`src/rtl/raw_interlock_pkg.sv`:
```
package raw_interlock_pkg;

  // Stall controls toward fetch, decode and the decode/execute register.
  typedef struct packed {
    logic hold_pc;
    logic hold_ifid;
    logic bubble;
  } stall_ctl_t;

endpackage

```
`src/rtl/raw_src_match.sv`:
```
// Compares the read sources of the decode instruction with one older slot.
module raw_src_match #(
  parameter int REG_W = 5
) (
  input  logic             slot_valid,
  input  logic             slot_we,
  input  logic [REG_W-1:0] slot_dst,
  input  logic [REG_W-1:0] rs,
  input  logic [REG_W-1:0] rt,
  input  logic             rs_rd,
  input  logic             rt_rd,
  output logic             hit
);
  logic writes_real;
  logic rs_eq;
  logic rt_eq;

  always_comb begin
    writes_real = slot_valid && slot_we && (slot_dst != '0);
    rs_eq       = rs_rd && (rs == slot_dst);
    rt_eq       = rt_rd && (rt == slot_dst);
    hit         = writes_real && (rs_eq || rt_eq);
  end
endmodule

```
`src/rtl/raw_shadow_slot.sv`:
```
// One stage of the destination shadow: valid, write enable and register number.
module raw_shadow_slot #(
  parameter int REG_W = 5
) (
  input  logic             clk,
  input  logic             rst_n,
  input  logic             in_valid,
  input  logic             in_we,
  input  logic [REG_W-1:0] in_dst,
  output logic             out_valid,
  output logic             out_we,
  output logic [REG_W-1:0] out_dst
);
  always_ff @(posedge clk) begin
    if (!rst_n) begin
      out_valid <= 1'b0;
      out_we    <= 1'b0;
      out_dst   <= '0;
    end else begin
      out_valid <= in_valid;
      out_we    <= in_we;
      out_dst   <= in_dst;
    end
  end
endmodule

```
`src/rtl/raw_stall_decide.sv`:
```
// Reduces the per-slot hits to the stall controls.
module raw_stall_decide
  import raw_interlock_pkg::*;
#(
  parameter int SLOTS = 2
) (
  input  logic             id_valid,
  input  logic [SLOTS-1:0] hits,
  output stall_ctl_t       ctl
);
  logic stall;

  always_comb begin
    stall         = id_valid && (|hits);
    ctl.hold_pc   = stall;
    ctl.hold_ifid = stall;
    ctl.bubble    = stall;
  end
endmodule

```
`src/rtl/raw_interlock.sv`:
```
module raw_interlock
  import raw_interlock_pkg::*;
#(
  parameter int REG_W     = 5,
  parameter int WORD_W    = 32,
  parameter int HAZ_DEPTH = 2
) (
  input  logic              clk,
  input  logic              rst_n,
  input  logic              id_valid,
  input  logic [WORD_W-1:0] id_word,
  input  logic [REG_W-1:0]  id_rs,
  input  logic [REG_W-1:0]  id_rt,
  input  logic              id_rs_rd,
  input  logic              id_rt_rd,
  input  logic [REG_W-1:0]  id_dst,
  input  logic              id_dst_we,
  output logic              pc_hold,
  output logic              ifid_hold,
  output logic              idex_bubble,
  output logic              ex_valid,
  output logic [WORD_W-1:0] ex_word,
  output logic [REG_W-1:0]  ex_dst,
  output logic              ex_dst_we
);
  localparam int LAST = HAZ_DEPTH - 1;

  stall_ctl_t ctl;
  logic       accept;

  logic [HAZ_DEPTH-1:0] sin_valid;
  logic [HAZ_DEPTH-1:0] sin_we;
  logic [REG_W-1:0]     sin_dst  [HAZ_DEPTH];
  logic [HAZ_DEPTH-1:0] sout_valid;
  logic [HAZ_DEPTH-1:0] sout_we;
  logic [REG_W-1:0]     sout_dst [HAZ_DEPTH];
  logic [HAZ_DEPTH-1:0] hits;
  logic [WORD_W-1:0]    word_q;

  assign accept = id_valid && !ctl.bubble;

  // Slot 0 is the decode/execute register: the decode fields or a bubble.
  assign sin_valid[0] = accept;
  assign sin_we[0]    = accept && id_dst_we;
  assign sin_dst[0]   = accept ? id_dst : '0;

  for (genvar k = 0; k < HAZ_DEPTH; k++) begin : g_slot
    if (k > 0) begin : g_chain
      assign sin_valid[k] = sout_valid[k-1];
      assign sin_we[k]    = sout_we[k-1];
      assign sin_dst[k]   = sout_dst[k-1];
    end

    raw_shadow_slot #(.REG_W(REG_W)) u_slot (
      .clk      (clk),
      .rst_n    (rst_n),
      .in_valid (sin_valid[k]),
      .in_we    (sin_we[k]),
      .in_dst   (sin_dst[k]),
      .out_valid(sout_valid[k]),
      .out_we   (sout_we[k]),
      .out_dst  (sout_dst[k])
    );

    raw_src_match #(.REG_W(REG_W)) u_match (
      .slot_valid(sout_valid[k]),
      .slot_we   (sout_we[k]),
      .slot_dst  (sout_dst[k]),
      .rs        (id_rs),
      .rt        (id_rt),
      .rs_rd     (id_rs_rd),
      .rt_rd     (id_rt_rd),
      .hit       (hits[k])
    );
  end

  raw_stall_decide #(.SLOTS(HAZ_DEPTH)) u_decide (
    .id_valid(id_valid),
    .hits    (hits),
    .ctl     (ctl)
  );

  // Instruction word of the decode/execute register; a bubble is all zero.
  always_ff @(posedge clk) begin
    if (!rst_n) word_q <= '0;
    else        word_q <= accept ? id_word : '0;
  end

  assign pc_hold     = ctl.hold_pc;
  assign ifid_hold   = ctl.hold_ifid;
  assign idex_bubble = ctl.bubble;
  assign ex_valid    = sout_valid[0];
  assign ex_word     = word_q;
  assign ex_dst      = sout_dst[0];
  assign ex_dst_we   = sout_we[0];

  // The last shadow slot leaves for writeback, where it no longer matters.
  logic unused_tail;
  assign unused_tail = ^{sout_valid[LAST], sout_we[LAST], sout_dst[LAST]};
endmodule

```
`config.mk`:
```
export PLATFORM = sky130hd
export DESIGN_NAME = raw_interlock
export DESIGN_NICKNAME = d
export VERILOG_FILES = /design/src/rtl/raw_interlock_pkg.sv /design/src/rtl/raw_src_match.sv /design/src/rtl/raw_shadow_slot.sv /design/src/rtl/raw_stall_decide.sv /design/src/rtl/raw_interlock.sv
export SDC_FILE = /design/constraint.sdc
export NUM_CORES = 1
export LEC_CHECK = 0
export ABC_CLOCK_PERIOD_IN_PS = 2900
export BUFFER_PORTS_ARGS = -buffer_cell sky130_fd_sc_hd__buf_2
export CAP_MARGIN = 40
export CORE_UTILIZATION = 35
export CTS_BUF_LIST = sky130_fd_sc_hd__clkbuf_4 sky130_fd_sc_hd__clkbuf_8
export DETAILED_ROUTE_END_ITERATION = 6
export GPL_TIMING_DRIVEN = 0
export PLACE_DENSITY = 0.75
export SETUP_SLACK_MARGIN = 0.02
export SYNTH_ARGS = -nofsm -noshare
export SYNTH_HDL_FRONTEND = slang
export SYNTH_SLANG_ARGS = --single-unit
```
`constraint.sdc`:
```
create_clock -name clk -period 2.9 [get_ports clk]
set_input_delay 0.58 -clock clk [delete_from_list [all_inputs] [get_ports clk]]
set_output_delay 0.58 -clock clk [all_outputs]
set_load 0.03 [all_outputs]
```
==> flow_summary.toml, run 1 <==
[route]
vias = 1296
drc_errors = 0
detail-route-antenna-nets = 0
detail_route.wl_per_cell_um = 11.5
drt_iter0_markers = 34
routed_wl_mm = 3.37
first_pass_iters = 4
viasPerCell = 4.42

[sta]
maxSlewHeadroom = 0.767
max_freq_ghz = 0.369
tightestPinTransition_ns = 0.349
skew_ns = 0.00792
fin_tns_setup_ns = 0
slew_viol_final = 0
rsz0062_at_grt = "false"
period_minus_slack_ns = 2.71
finalSetupViolations = 0
finalHoldViolCount = 0
post-route-period-util = 0.936

[setup_path]
worst-endpoint-arrival_ns = 2.13
cp.required_ns = 2.32
crit_fanout = 10
crit_path_start_kind = "flip-flop"
r2r-end = "ex_word[23]"
worst-setup-path-type = "flip-flop to output port"
reg2reg_from = "g_slot[0].u_slot.out_dst[0]"
r2r_setup_slack_ns = 1.19
worst_r2r_path_depth = 5
end_kind = "output port"

[floorplanning]
dieHeight_um = 69.1
start_util = 0.362
io_pins = 95
die_area_um2 = 4780
core-area_um2 = 4350
fp-row-count = 24
fp.dieW_um = 69.1

[clocking]
ctsResizeCount = 0
cts_buffers = 5
cts.sinks = 46
hold_buffers = 0
clock_path_buffers = 2
cts_tree = "yes"
clkLatencyLatePin_ns = 0.28
clkTransAtPathRegs_ns = 0.08
root_buffer = "clkbuf_8"
htree_levels = 2
post_cts.repair.setup_buffers = 0

[finish]
fin_util = 0.507
antenna_cells = 0
regArea_um2 = 921
drive_gt1_frac = 0.452
final_cells = 293
nFillCells = 420
final_common_cell = "buf_2"
multi_input_area_um2 = 582
nets = 293
final_cell_mix = "94 x buf_2, 46 x dfxtp_1, 38 x and3_1"
area_delta_synth_final_pct = 40.0

[flow_run]
drv_cap = 0

[logic_synthesis]
synth_top_area_frac = 0.584
yosys.area.top_type = "dfxtp_1"
yosysWarnings = 0
netlist_instances = 139
ys_seq_area_frac = 0.584
avgSynthCellArea_um2 = 11.4
synth.distinct_cells = 14
synth_fp_nets = 192
syn_area_um2 = 1580
synth-seq-cells = 46
synth.area.top_cells = "dfxtp_1 58%, and3_1 15%, xnor2_1 11%"

[min_path]
min_path_cells = 1
min_to = "g_slot[1].u_slot.out_we"
hold_path_startpoint = "g_slot[0].u_slot.out_we"
hold_class = "flip-flop to flip-flop"

[power_and_ir_drop]
power.share.sequential = 0.549
pwr_density_cell_nw_per_um2 = 550
ir_drop_mv = 0.319
power_leakage_nw = 1.23
p_clk_frac = 0.323
sw_frac_of_total = 0.237
total_power_mw = 1.22
p_int_uw = 927
combPwrFrac = 0.128
p_switching_uw = 288

[grt]
grt_pass1_vias = 1257
grt_usage = 0.147
grt_pass1_wl_mm = 5.51
antenna_found_initial = 0
overflow = 0
grt_max_degree = 14

[placement]
place.gp.congestion = 0.772
portBuffers = 94
dpl.hpwl_mm = 2.64
placedCellCount = 285

[run_status]
status = "finished clean"
registers in the layout, indices dropped and copies added (netlist names):
register and count:
ex_word 32, g_slot.u_slot.out_dst 10, g_slot.u_slot.out_valid 2, g_slot.u_slot.out_we 2
critical path, stage by stage (launching register included):
cell     delay, ns
dfxtp_1       0.36
or3_1         0.38
o311a_1       0.34
a22oi_4       0.25
buf_6         0.17
nor2b_1       0.06
buf_4         0.13
buf_2         0.16
cells by family after synthesis:
logic type	synth area share
flops	0.584
xor+xnor	0.111
simple gates	0.224
buf+inv	0.0476
compound gates	0.0341
layout make-up:
cell class,instances,share of cell area
buffer,10,0.0340
tap,52,0.0295
multi-input combinational,83,0.263
sequential,46,0.417
clock inverter,1,0.00227
timing repair buffer,94,0.213
clock buffer,7,0.0408
layer usage:
| layer | track usage | wire length, um | share of wire |
|---|---|---|---|
| met3 | 0.0585 | 291 | 0.086 |
| met5 | 0 | 0 | 0 |
| met2 | 0.255 | 1630 | 0.49 |
| met4 | 0.0612 | 29 | 0.0086 |
| met1 | 0.159 | 1410 | 0.42 |
power by group through the flow:
stage          registers, mW  clock network (mW)  logic [mW]
6_report               0.667               0.393       0.155
3_3_place_gp           0.682                   0       0.155
2_1_floorplan          0.726                   0      0.0459
5_1_grt                0.670               0.441       0.169
4_1_cts                0.667               0.413       0.157
3_5_place_dp           0.682                   0       0.157
how the worst max path moves through the flow:
stage | end | cells after the start | from | slack [ns]
CTS | ifid_hold | 7 | g_slot[1].u_slot.out_dst[1] | 0.15
floorplan | ifid_hold | 7 | id_rt[1] | 0.21
global route | pc_hold | 8 | g_slot[0].u_slot.out_dst[3] | 0.04
global placement | pc_hold | 9 | id_rt[2] | 0.28
finish | ifid_hold | 7 | g_slot[0].u_slot.out_dst[0] | 0.19
detailed placement | pc_hold | 9 | id_rt[3] | 0.23
metrics by stage:
stage / area [um2] / hold WS [ns] / setup WS (ns)
2_1_floorplan: 1580 / 0.638 / 0.210
3_3_place_gp: 2110 / 0.480 / 0.278
3_5_place_dp: 2110 / 0.501 / 0.234
4_1_cts: 2210 / 0.497 / 0.149
5_1_grt: 2210 / 0.493 / 0.0371
6_report: 2210 / 0.510 / 0.187
synth_stat cells, drive strengths merged:
master and number:
dfxtp 46, and3 38, xnor2 20, and2 9, buf 6, clkbuf 4
nand2 4, nand4 4, o22ai 2, o311a 2, or3 2, a22oi 1
nor2b 1
No activity file was read; power rests on OpenSTA's default activity.
==> inputs of run 2 (changes only) <==
CTS_BUF_LIST = default   (was sky130_fd_sc_hd__clkbuf_4 sky130_fd_sc_hd__clkbuf_8)
==> flow_summary.toml, run 2 (synthesis results as in run 1) <==
[grt]
overflow = 0
grt_pass1_vias = 1257
grt_usage = 0.147
antenna_found_initial = 0
grt_max_degree = 14
grt_pass1_wl_mm = 5.51

[sta]
hold_slack_ns = 0.510
period_minus_slack_ns = 2.71
rsz0062_at_grt = "false"
finalSetupViolations = 0
post-route-period-util = 0.936
maxSlewHeadroom = 0.767
finalHoldViolCount = 0
tightestPinTransition_ns = 0.349
fin_tns_setup_ns = 0
max_freq_ghz = 0.369
slew_viol_final = 0
skew_ns = 0.00749

[route]
first_pass_iters = 4
wl_met1_mm = 1.41
highest_layer = "met4"
viasPerCell = 4.42
wl_met2_mm = 1.63
routed_wl_mm = 3.37
drt_iter0_markers = 36
detail-route-antenna-nets = 0
drc_errors = 0
wl_met3_um = 291
detail_route.wl_per_cell_um = 11.5
vias = 1296

[power_and_ir_drop]
power.share.sequential = 0.553
ir_drop_mv = 0.319
power_leakage_nw = 1.23
p_switching_uw = 288
p_clk_frac = 0.318
total_power_mw = 1.21
p_int_uw = 918
combPwrFrac = 0.129
pwr_density_cell_nw_per_um2 = 547
sw_frac_of_total = 0.239

[placement]
portBuffers = 94
dpl.hpwl_mm = 2.64
place.gp.congestion = 0.772

[setup_path]
worst-endpoint-arrival_ns = 2.13
endpoint = "ifid_hold"
r2r-end = "ex_word[23]"
critPathLaunch = "g_slot[0].u_slot.out_dst[0]"
worst_r2r_path_depth = 5
reg2reg_from = "g_slot[0].u_slot.out_dst[0]"
worst-setup-path-type = "flip-flop to output port"
r2r_setup_slack_ns = 1.19
crit_path_start_kind = "flip-flop"
crit_fanout = 10
cp.required_ns = 2.32
end_kind = "output port"

[clocking]
post_cts.repair.setup_buffers = 0
hold_buffers = 0
clkLatencyLatePin_ns = 0.28
cts.sinks = 46
cts_buffers = 5
clkTransAtPathRegs_ns = 0.08
cts_tree = "yes"
htree_levels = 2
root_buffer = "clkbuf_8"
ctsResizeCount = 0
clock_path_buffers = 2

[floorplanning]
dieHeight_um = 69.1
start_util = 0.362
io_pins = 95
fp.dieW_um = 69.1
core-area_um2 = 4350
die_area_um2 = 4780
fp-row-count = 24

[finish]
nets = 293
antenna_cells = 0
drive_gt1_frac = 0.448
final_cell_mix = "94 x buf_2, 46 x dfxtp_1, 38 x and3_1"
area_delta_synth_final_pct = 39.7
fin_util = 0.506
final_common_cell = "buf_2"
nFillCells = 421
largest_reg_flops = 32

[min_path]
hold_class = "flip-flop to flip-flop"

[flow_run]
drv_cap = 0

[run_status]
status = "finished clean"
## run 2: final cells by class
| class | instances | area, um2 | area share |
|---|---|---|---|
| Multi-Input combinational cell | 83 | 582 | 0.264 |
| Buffer | 10 | 75.1 | 0.0341 |
| Clock buffer | 7 | 86.3 | 0.0392 |
| Timing Repair Buffer | 94 | 470 | 0.213 |
| Clock inverter | 1 | 5.00 | 0.00227 |
| Tap cell | 52 | 65.1 | 0.0295 |
| Sequential cell | 46 | 921 | 0.418 |
## run 2: worst max-delay path: stages, from the launching register on
cell and delay, ns:
dfxtp_1 0.36, or3_1 0.38, o311a_1 0.34, a22oi_4 0.25, buf_6 0.17, nor2b_1 0.06, buf_4 0.13, buf_2 0.16
## run 2: per-layer routing
metal | track usage | vias to the layer above
li1 | - | 669
met1 | 0.159 | 571
met2 | 0.255 | 54
met3 | 0.0585 | 2
met4 | 0.0612 | 0
met5 | 0 | -
## run 2: worst min-delay path by stage
stage                                           from                         end  slack, ns  cells after the start
after floorplan           g_slot[0].u_slot.out_valid  g_slot[1].u_slot.out_valid       0.64                      1
after global placement       g_slot[0].u_slot.out_we     g_slot[1].u_slot.out_we       0.48                      1
after detailed placement  g_slot[0].u_slot.out_valid  g_slot[1].u_slot.out_valid       0.50                      1
after CTS                                 id_word[1]                  ex_word[1]       0.50                      2
after global routing                     id_word[20]                 ex_word[20]       0.49                      2
final                        g_slot[0].u_slot.out_we     g_slot[1].u_slot.out_we       0.51                      1
## run 2: power by group through the flow
stage | Combinational [mW] | Clock (mW) | Sequential, mW
finish | 0.155 | 0.383 | 0.667
global route | 0.169 | 0.432 | 0.670
CTS | 0.157 | 0.404 | 0.667
detailed placement | 0.157 | 0 | 0.682
global placement | 0.155 | 0 | 0.682
floorplan | 0.0459 | 0 | 0.726
## run 2: metrics by stage
stage	setup WS [ns]	area, um2	std cells
6_report	0.187	2200	293
5_1_grt	0.0371	2200	293
4_1_cts	0.149	2200	293
3_5_place_dp	0.234	2110	285
3_3_place_gp	0.278	2110	285
2_1_floorplan	0.210	1580	139
==> inputs of run 3 (changes only) <==
CORE_UTILIZATION = 30   (was 35)
PLACE_DENSITY = 0.67   (was 0.75)
==> flow_summary.toml, run 3 (synthesis results as in run 1) <==
[floorplanning]
core-area_um2 = 5070
die_area_um2 = 5550
fp.dieW_um = 74.5
io_pins = 95
fp-row-count = 26
start_util = 0.311
dieHeight_um = 74.5

[grt]
grt_max_degree = 14
antenna_found_initial = 0
grt_pass1_wl_mm = 5.60
grt_pass1_vias = 1275
grt_usage = 0.136
overflow = 0

[clocking]
clkLatencyLatePin_ns = 0.29
cts_buffers = 5
root_buffer = "clkbuf_8"
cts_tree = "yes"
cts.sinks = 46
clock_path_buffers = 2
hold_buffers = 0
htree_levels = 2
clkTransAtPathRegs_ns = 0.08

[route]
routed_wl_mm = 3.57
viasPerCell = 4.23
detail-route-antenna-nets = 0
detail_route.wl_per_cell_um = 11.5
first_pass_iters = 4
vias = 1315
drt_iter0_markers = 29
drc_errors = 0

[flow_run]
drv_cap = 0

[sta]
max_freq_ghz = 0.363
finalHoldViolCount = 0
tightestPinTransition_ns = 0.349
maxSlewHeadroom = 0.767
skew_ns = 0.00370
period_minus_slack_ns = 2.75
fin_tns_setup_ns = 0
rsz0062_at_grt = "false"
finalSetupViolations = 0
post-route-period-util = 0.949
slew_viol_final = 0

[finish]
final_common_cell = "buf_2"
nets = 293
final_cell_mix = "94 x buf_2, 46 x dfxtp_1, 38 x and3_1"
drive_gt1_frac = 0.452
final_cells = 311
antenna_cells = 0
area_delta_synth_final_pct = 41.6
largest_reg_flops = 32

[power_and_ir_drop]
p_switching_uw = 294
p_clk_frac = 0.320
ir_drop_mv = 0.236
pwr_density_cell_nw_per_um2 = 543
power_leakage_nw = 1.23
combPwrFrac = 0.129
p_int_uw = 918
sw_frac_of_total = 0.243
power.share.sequential = 0.550

[min_path]
hold_class = "flip-flop to flip-flop"
min_path_cells = 1
min_to = "g_slot[1].u_slot.out_we"
hold_path_startpoint = "g_slot[0].u_slot.out_we"

[setup_path]
worst-endpoint-arrival_ns = 2.17
reg2reg_from = "g_slot[0].u_slot.out_dst[0]"
worst_r2r_path_depth = 5
path_cells = "or3_1, o311a_1, a22oi_4, buf_6, nor2b_1, buf_4, buf_2"
cp.required_ns = 2.32
critPathTopFamily = "compound AO/OA/AOI/OAI gates"
r2r-end = "g_slot[0].u_slot.out_dst[4]"
worst-setup-path-type = "flip-flop to output port"
crit_fanout = 10
crit_path_start_kind = "flip-flop"
cp_num_buf_inv = 3
critPathMaxStageDelay_ns = 0.39
r2r_setup_slack_ns = 1.16
cp_slowest_cell = "or3_1"
end_kind = "output port"

[placement]
placedCellCount = 303
portBuffers = 94
place.gp.congestion = 0.803
dpl.hpwl_mm = 2.75

[run_status]
status = "finished clean"
-- run 3: layout make-up --
cell class	count	area (um2)
sequential	46	921
buffer	10	75.1
multi-input combinational	83	588
clock buffer	7	86.3
timing repair buffer	94	470
tap	70	87.6
clock inverter	1	5.00
fill	539	2840
-- run 3: how the worst max path moves through the flow --
| stage | from | endpoint | slack (ns) | cells past startpoint |
|---|---|---|---|---|
| 2_1_floorplan | id_rt[1] | ifid_hold | 0.21 | 7 |
| 3_3_place_gp | id_rt[4] | pc_hold | 0.24 | 9 |
| 3_5_place_dp | id_rt[0] | ifid_hold | 0.20 | 9 |
| 4_1_cts | g_slot[0].u_slot.out_dst[0] | ifid_hold | 0.10 | 7 |
| 5_1_grt | g_slot[0].u_slot.out_dst[0] | ifid_hold | 0.03 | 7 |
| 6_report | g_slot[0].u_slot.out_dst[0] | ifid_hold | 0.15 | 7 |
-- run 3: repair_timing --
action / 4_1_cts / 5_1_grt
resized for setup: 0 / 1
setup buffers: 0 / 0
setup endpoints to repair: 0 / 1
-- run 3: per-stage QoR --
| step | utilization | setup WS (ns) | area [um2] | hold WS (ns) | power (mW) |
|---|---|---|---|---|---|
| global route | 0.440 | 0.0267 | 2230 | 0.493 | 1.28 |
| detailed placement | 0.421 | 0.202 | 2140 | 0.477 | 0.840 |
| global placement | 0.421 | 0.245 | 2140 | 0.471 | 0.838 |
| finish | 0.440 | 0.149 | 2230 | 0.503 | 1.21 |
| CTS | 0.439 | 0.102 | 2230 | 0.492 | 1.24 |
| floorplan | - | 0.210 | 1580 | 0.638 | 0.771 |
-- run 3: layer usage --
layer / track usage / up-vias / part of all wire
met5: 0 / - / 0
li1: - / 670 / -
met4: 0.0545 / 0 / 0.015
met2: 0.222 / 57 / 0.47
met1: 0.153 / 583 / 0.43
met3: 0.0650 / 5 / 0.089
-- run 3: power by group through the flow --
stage | clock, mW | sequential [mW] | combinational (mW)
after floorplan | 0 | 0.726 | 0.0459
after global placement | 0 | 0.682 | 0.156
after detailed placement | 0 | 0.683 | 0.157
after CTS | 0.411 | 0.668 | 0.158
after global routing | 0.443 | 0.671 | 0.171
final | 0.389 | 0.667 | 0.157
